File: config.mk
export PLATFORM = sky130hd
export DESIGN_NAME = xbus_ctrl
export DESIGN_NICKNAME = d
export VERILOG_FILES = /design/src/rtl/xbus_pkg.sv /design/src/rtl/xbus_route.sv /design/src/rtl/xbus_seq.sv /design/src/rtl/xbus_lane.sv /design/src/rtl/xbus_ctrl.sv
export SDC_FILE = /design/constraint.sdc
export NUM_CORES = 1
export LEC_CHECK = 0
export BUFFER_PORTS_ARGS = -buffer_cell sky130_fd_sc_hd__buf_2
export CAP_MARGIN = 20
export CORE_MARGIN = 2
export CORE_UTILIZATION = 51
export DETAILED_ROUTE_END_ITERATION = 16
export GPL_TIMING_DRIVEN = 0
export PLACE_DENSITY = 0.86
export SLEW_MARGIN = 5
export SYNTH_ARGS = -nofsm -noshare
export SYNTH_HDL_FRONTEND = slang
export SYNTH_HIERARCHICAL = 1
export SYNTH_SLANG_ARGS = --single-unit
File: constraint.sdc
create_clock -name clk -period 4.75 [get_ports clk]
set_input_delay 0.475 -clock clk [delete_from_list [all_inputs] [get_ports clk]]
set_output_delay 0.475 -clock clk [all_outputs]
set_load 0.02 [all_outputs]
File: src/rtl/xbus_pkg.sv
package xbus_pkg;

    localparam int ADDR_W = 16;
    localparam int DATA_W = 8;
    localparam int HI_W   = ADDR_W - DATA_W;

    typedef enum logic [1:0] {
        STB_PSEN = 2'd0,
        STB_RD   = 2'd1,
        STB_WR   = 2'd2
    } strobe_e;

    typedef enum logic [2:0] {
        PH_IDLE = 3'd0,
        PH_ADDR = 3'd1,
        PH_HOLD = 3'd2,
        PH_STRB = 3'd3,
        PH_DONE = 3'd4,
        PH_IROM = 3'd5
    } phase_e;

    typedef struct packed {
        logic [ADDR_W-1:0] addr;
        logic [DATA_W-1:0] wdata;
        strobe_e           stb;
        logic              internal;
    } xreq_t;

    // code fetch served by the on-chip ROM port
    function automatic logic serve_inside(input logic is_data,
                                          input logic [ADDR_W-1:0] a,
                                          input logic ext_only_n,
                                          input int unsigned limit);
        return !is_data && ext_only_n && (32'(a) < limit);
    endfunction

    // code space is read-only, so the write bit only counts for data
    function automatic strobe_e pick_strobe(input logic is_data, input logic we);
        if (!is_data) return STB_PSEN;
        if (we)       return STB_WR;
        return STB_RD;
    endfunction

endpackage

File: src/rtl/xbus_route.sv
module xbus_route
    import xbus_pkg::*;
#(
    parameter int unsigned IROM_BYTES = 4096
) (
    input  logic              req_space,
    input  logic              req_we,
    input  logic [ADDR_W-1:0] req_addr,
    input  logic [DATA_W-1:0] req_wdata,
    input  logic              ext_only_n,
    output xreq_t             req_out
);

    always_comb begin
        req_out.addr     = req_addr;
        req_out.wdata    = req_wdata;
        req_out.stb      = pick_strobe(req_space, req_we);
        req_out.internal = serve_inside(req_space, req_addr, ext_only_n, IROM_BYTES);
    end

endmodule

File: src/rtl/xbus_seq.sv
module xbus_seq
    import xbus_pkg::*;
#(
    parameter int ADDR_CYC = 2,
    parameter int STRB_CYC = 3
) (
    input  logic              clk,
    input  logic              rst,
    input  logic              req_valid,
    input  xreq_t             req_in,
    input  logic [DATA_W-1:0] ad_in,
    input  logic [DATA_W-1:0] rom_data,
    output phase_e            phase,
    output xreq_t             cur,
    output logic              req_ready,
    output logic              done,
    output logic [DATA_W-1:0] rdata
);

    localparam int MAX_CYC = (ADDR_CYC > STRB_CYC) ? ADDR_CYC : STRB_CYC;
    localparam int CNT_W   = $clog2(MAX_CYC + 1);

    logic [CNT_W-1:0] cnt;

    always_ff @(posedge clk) begin
        if (rst) begin
            phase <= PH_IDLE;
            cnt   <= '0;
            cur   <= '0;
            rdata <= '0;
        end else begin
            case (phase)
                PH_IDLE: begin
                    if (req_valid) begin
                        cur   <= req_in;
                        cnt   <= CNT_W'(ADDR_CYC - 1);
                        phase <= req_in.internal ? PH_IROM : PH_ADDR;
                    end
                end
                PH_ADDR: begin
                    if (cnt == '0) phase <= PH_HOLD;
                    else           cnt   <= cnt - 1'b1;
                end
                PH_HOLD: begin
                    cnt   <= CNT_W'(STRB_CYC - 1);
                    phase <= PH_STRB;
                end
                PH_STRB: begin
                    if (cnt == '0) begin
                        phase <= PH_DONE;
                        if (cur.stb != STB_WR) rdata <= ad_in;
                    end else begin
                        cnt <= cnt - 1'b1;
                    end
                end
                PH_IROM: begin
                    rdata <= rom_data;
                    phase <= PH_DONE;
                end
                PH_DONE: phase <= PH_IDLE;
                default: phase <= PH_IDLE;
            endcase
        end
    end

    assign req_ready = (phase == PH_IDLE);
    assign done      = (phase == PH_DONE);

    // idle state right after reset
    a_r1_reset_idle: assert property (@(posedge clk) disable iff (rst)
        $past(rst) |-> (req_ready && !done));

    // completion is a single-cycle pulse followed by idle
    a_r10_done_pulse: assert property (@(posedge clk) disable iff (rst)
        done |=> (!done && req_ready));

    // no new access is taken while busy
    a_r10_busy_hold: assert property (@(posedge clk) disable iff (rst)
        (!req_ready && !done) |=> $stable(cur));

endmodule

File: src/rtl/xbus_lane.sv
module xbus_lane
    import xbus_pkg::*;
#(
    parameter int unsigned IROM_BYTES = 4096
) (
    input  logic              clk,
    input  logic              rst,
    input  phase_e            phase,
    input  xreq_t             cur,
    output logic [DATA_W-1:0] ad_out,
    output logic              ad_oe,
    output logic [HI_W-1:0]   hi_addr,
    output logic              ale,
    output logic              psen_n,
    output logic              rd_n,
    output logic              wr_n,
    output logic [$clog2(IROM_BYTES)-1:0] rom_addr
);

    localparam int IROM_AW = $clog2(IROM_BYTES);

    logic on_bus;
    logic addr_ph;
    logic strb_ph;
    logic wr_acc;

    always_comb begin
        addr_ph  = (phase == PH_ADDR) || (phase == PH_HOLD);
        strb_ph  = (phase == PH_STRB);
        on_bus   = addr_ph || strb_ph || ((phase == PH_DONE) && !cur.internal);
        wr_acc   = (cur.stb == STB_WR);

        ale      = (phase == PH_ADDR);
        psen_n   = !(strb_ph && cur.stb == STB_PSEN);
        rd_n     = !(strb_ph && cur.stb == STB_RD);
        wr_n     = !(strb_ph && wr_acc);

        ad_oe    = addr_ph || (on_bus && !addr_ph && wr_acc);
        if (addr_ph)                 ad_out = cur.addr[DATA_W-1:0];
        else if (on_bus && wr_acc)   ad_out = cur.wdata;
        else                         ad_out = '0;

        hi_addr  = on_bus ? cur.addr[ADDR_W-1:DATA_W] : '0;
        rom_addr = cur.addr[IROM_AW-1:0];
    end

    // strobes and the latch strobe are mutually exclusive
    a_r8_one_strobe: assert property (@(posedge clk) disable iff (rst)
        $countones({ale, !psen_n, !rd_n, !wr_n}) <= 1);

    // lane released while a read strobe is low
    a_r3_lane_free: assert property (@(posedge clk) disable iff (rst)
        (!psen_n || !rd_n) |-> !ad_oe);

    // lane driven while the write strobe is low
    a_r5_lane_write: assert property (@(posedge clk) disable iff (rst)
        !wr_n |-> ad_oe);

    // low address still on the lane when the latch strobe falls
    a_r2_addr_hold: assert property (@(posedge clk) disable iff (rst)
        $fell(ale) |-> (ad_oe && ad_out == $past(ad_out) && hi_addr == $past(hi_addr)));

    // internal ROM service leaves the external bus idle
    a_r7_no_bus_internal: assert property (@(posedge clk) disable iff (rst)
        (phase == PH_IROM) |-> (!ale && psen_n && rd_n && wr_n));

    // high address byte steady across a strobe
    a_r9_hi_steady: assert property (@(posedge clk) disable iff (rst)
        ((!psen_n || !rd_n || !wr_n) && $past(!psen_n || !rd_n || !wr_n)) |-> $stable(hi_addr));

endmodule

File: src/rtl/xbus_ctrl.sv
module xbus_ctrl
    import xbus_pkg::*;
#(
    parameter int          ADDR_CYC   = 2,
    parameter int          STRB_CYC   = 3,
    parameter int unsigned IROM_BYTES = 4096
) (
    input  logic        clk,
    input  logic        rst,
    input  logic        ext_only_n,
    input  logic        req_valid,
    input  logic        req_space,
    input  logic        req_we,
    input  logic [15:0] req_addr,
    input  logic [7:0]  req_wdata,
    output logic        req_ready,
    output logic        done,
    output logic [7:0]  rdata,
    output logic [$clog2(IROM_BYTES)-1:0] rom_addr,
    input  logic [7:0]  rom_data,
    output logic [7:0]  ad_out,
    output logic        ad_oe,
    input  logic [7:0]  ad_in,
    output logic [7:0]  hi_addr,
    output logic        ale,
    output logic        psen_n,
    output logic        rd_n,
    output logic        wr_n
);

    xreq_t  routed;
    xreq_t  cur;
    phase_e phase;

    xbus_route #(.IROM_BYTES(IROM_BYTES)) u_route (
        .req_space  (req_space),
        .req_we     (req_we),
        .req_addr   (req_addr),
        .req_wdata  (req_wdata),
        .ext_only_n (ext_only_n),
        .req_out    (routed)
    );

    xbus_seq #(.ADDR_CYC(ADDR_CYC), .STRB_CYC(STRB_CYC)) u_seq (
        .clk       (clk),
        .rst       (rst),
        .req_valid (req_valid),
        .req_in    (routed),
        .ad_in     (ad_in),
        .rom_data  (rom_data),
        .phase     (phase),
        .cur       (cur),
        .req_ready (req_ready),
        .done      (done),
        .rdata     (rdata)
    );

    xbus_lane #(.IROM_BYTES(IROM_BYTES)) u_lane (
        .clk      (clk),
        .rst      (rst),
        .phase    (phase),
        .cur      (cur),
        .ad_out   (ad_out),
        .ad_oe    (ad_oe),
        .hi_addr  (hi_addr),
        .ale      (ale),
        .psen_n   (psen_n),
        .rd_n     (rd_n),
        .wr_n     (wr_n),
        .rom_addr (rom_addr)
    );

endmodule

==> impl_metrics.json <==
{
  "cts_buffer_depth": 2,
  "drt-wirelength-per-cell_um": 12.8,
  "ys_seq_elements": 40,
  "grt_pass1_vias": 1668,
  "drt-initial-drc-count": 71,
  "cts_hold_buf": 0,
  "grt_setup_unrepaired": "false",
  "routed_via_density": 5.02,
  "grt_max_degree": 13,
  "antenna_found_initial": 0,
  "grt_overflow_total": 0,
  "status": "finished, final reports clean",
  "vias": 1868,
  "synthSimpleGateAreaFrac_pct": 22.1,
  "hp-start": "req_wdata[0]",
  "ant_nets": 0,
  "synth.net_count": 295,
  "synthesis.area_sq_um": 2130,
  "io_pins": 89,
  "n_antenna_cell": 0,
  "synth_xor_area_share_pct": 0.824,
  "cts_made_buffers": 5,
  "numClockSinks": 40,
  "worst_hold_path.endpoint": "u_seq/cur[3]$_SDFFE_PP0P_",
  "area_growth_pct": 24.8,
  "synth_edf_count": 0,
  "postSynthCellCount": 248,
  "tritoncts": "done",
  "p_leak_uw": 0.00124,
  "initial_core_util_pct": 53.2,
  "hold_violations": 0,
  "die_h_um": 68.6,
  "ys_warn_count": 6,
  "syn_avg_cell_area_sq_um": 8.58,
  "finClkSkew_ns": 0.00423,
  "cts_max_level": 2,
  "rows": 23,
  "die_w_um": 68.6,
  "max_freq_ghz": 0.418,
  "grt_pass1_wl_um": 7200,
  "end_kind": "output port",
  "startpoint": "u_seq/phase[0]$_SDFFE_PP0P_",
  "yosysSeqAreaShare_pct": 37.6,
  "synthAdderAreaFrac_pct": 0.588,
  "synth_top_family_by_area": "simple AND/OR/NAND/NOR gates",
  "hold_class": "primary input to register",
  "r2r-end": "u_seq/rdata[7]$_SDFFE_PP0P_",
  "max_cap_viol_count": 0,
  "critPathRequiredTime_ns": 4.28,
  "synth-main-ff-cell": "dfxtp_1",
  "path_max_fanout": 8,
  "place_congestion": 0.779,
  "dr.pass1.iters": 4,
  "clock_latency_ns": 0.29,
  "setup_viol": 0,
  "drv_slew": 0,
  "ctsResizeCount": 0,
  "finalWorstSetupSlack_ns": 2.36,
  "final_cell_mix": "68 x buf_2, 55 x nand2_1, 40 x dfxtp_1, 38 x buf_4, 29 x a21oi_1",
  "worstPathArrival_ns": 1.92,
  "vdd_drop_max_uv": 250,
  "worst_pin_slew_ns": 0.685,
  "powerDensity_nw_per_um2": 459,
  "start_kind": "register",
  "drive_above_1_share_pct": 40.7,
  "synth.area.mux_share_pct": 0,
  "ff2ff_path_depth": 4,
  "reg2reg_slack_ns": 2.96,
  "synthArstFlopShare_pct": 0,
  "setup_tns_ns": 0,
  "synth_compound_area_share_pct": 20.8,
  "min_period_over_period_pct": 50.4,
  "io_buffers": 67,
  "yosysUniqueCellTypes": 43,
  "fp.dieArea_sq_um": 4700,
  "grt_util_all_layers_pct": 20.7,
  "layout_commonest_cell": "buf_2",
  "core_area_sq_um": 4000,
  "drc": 0,
  "totalWireLength_um": 4770,
  "r2r_start": "u_seq/phase[0]$_SDFFE_PP0P_",
  "cts_setup_buffers": 0,
  "cts_root_buffer": "clkbuf_8",
  "pre_cts_ws_ns": 2.69,
  "path_class": "register to output port",
  "layout.nets": 369,
  "place_hpwl_um": 3580,
  "clkTransAtPathRegs_ns": 0.07,
  "max_slew_margin_pct": 54.2,
  "holdPathStages": 3,
  "period_minus_slack_ns": 2.39
}
metal layers:
| layer | global-route usage (%) | part of all wire, % | vias up |
|---|---|---|---|
| met4 | 7.50 | 2.0 | 0 |
| met3 | 5.84 | 6.7 | 10 |
| met5 | 0 | 0 | - |
| met2 | 36.4 | 48 | 73 |
| li1 | - | - | 956 |
| met1 | 23.7 | 44 | 829 |
state kept, by name, indices dropped and copies added, names as in the netlist:
register	count
u_seq/phase	3
u_seq/rdata	8
u_seq/cur	27
u_seq/cnt	2
power breakdown:
part | internal (uW) | switching [uW]
Sequential | 389 | 40.4
Combinational | 200 | 269
Clock | 207 | 111
Total | 796 | 421
logic make-up after synthesis:
family,count (synthesis)
flops,40
buf+inv,52
xor+xnor,2
simple gates,91
compound gates,62
fa+ha+maj,1
synth_stat cells, types with 2 or more instances:
library cell,n,share of area [%]
nor2_1,5,0.88
a22o_1,8,3.3
buf_8,2,1.4
o221a_1,3,1.6
nor3b_1,2,0.71
o221a_2,5,2.6
nor3_1,2,0.47
dfxtp_1,40,38
and2_1,9,2.6
nor2b_1,3,0.88
a21oi_1,29,6.8
nand2b_1,2,0.59
nand3b_1,2,0.71
buf_6,3,1.6
inv_1,2,0.35
o21a_1,8,2.8
nand2_1,55,9.7
clkbuf_1,5,0.88
buf_4,38,13
or4b_4,2,1.3
area by class of cell:
cell class,instances,area (sq um)
tap,50,62.6
inverter,3,11.3
clock buffer,5,68.8
sequential,40,801
multi-input combinational,156,942
clock inverter,2,60.1
buffer,49,373
timing repair buffer,67,335
fill,333,1350
worst max-delay path: stages (launching register included):
cell	delay, ns
dfxtp_1	0.39
or4b_4	0.59
a21boi_4	0.28
a22o_1	0.20
buf_2	0.16
worst max-delay path by stage:
stage / endpoint / slack, ns / cells past startpoint
after floorplan: ad_out[0] / 2.88 / 3
after global placement: ad_out[4] / 2.72 / 4
after detailed placement: ad_out[0] / 2.69 / 4
after CTS: ad_out[2] / 2.34 / 4
after global routing: ad_out[2] / 2.27 / 4
final: ad_out[2] / 2.36 / 4
metrics by stage:
stage | total power, uW | instance area, sq um | utilization [%] | hold WS (ns) | instances
floorplan | 779 | 2130 | - | 0.432 | 248
global placement | 892 | 2520 | 63.1 | 0.439 | 365
detailed placement | 905 | 2520 | 63.1 | 0.444 | 365
CTS | 1220 | 2650 | 66.3 | 0.422 | 372
global route | 1290 | 2650 | 66.3 | 0.416 | 372
finish | 1220 | 2650 | 66.3 | 0.432 | 372
(Power assumes the default switching activity.)
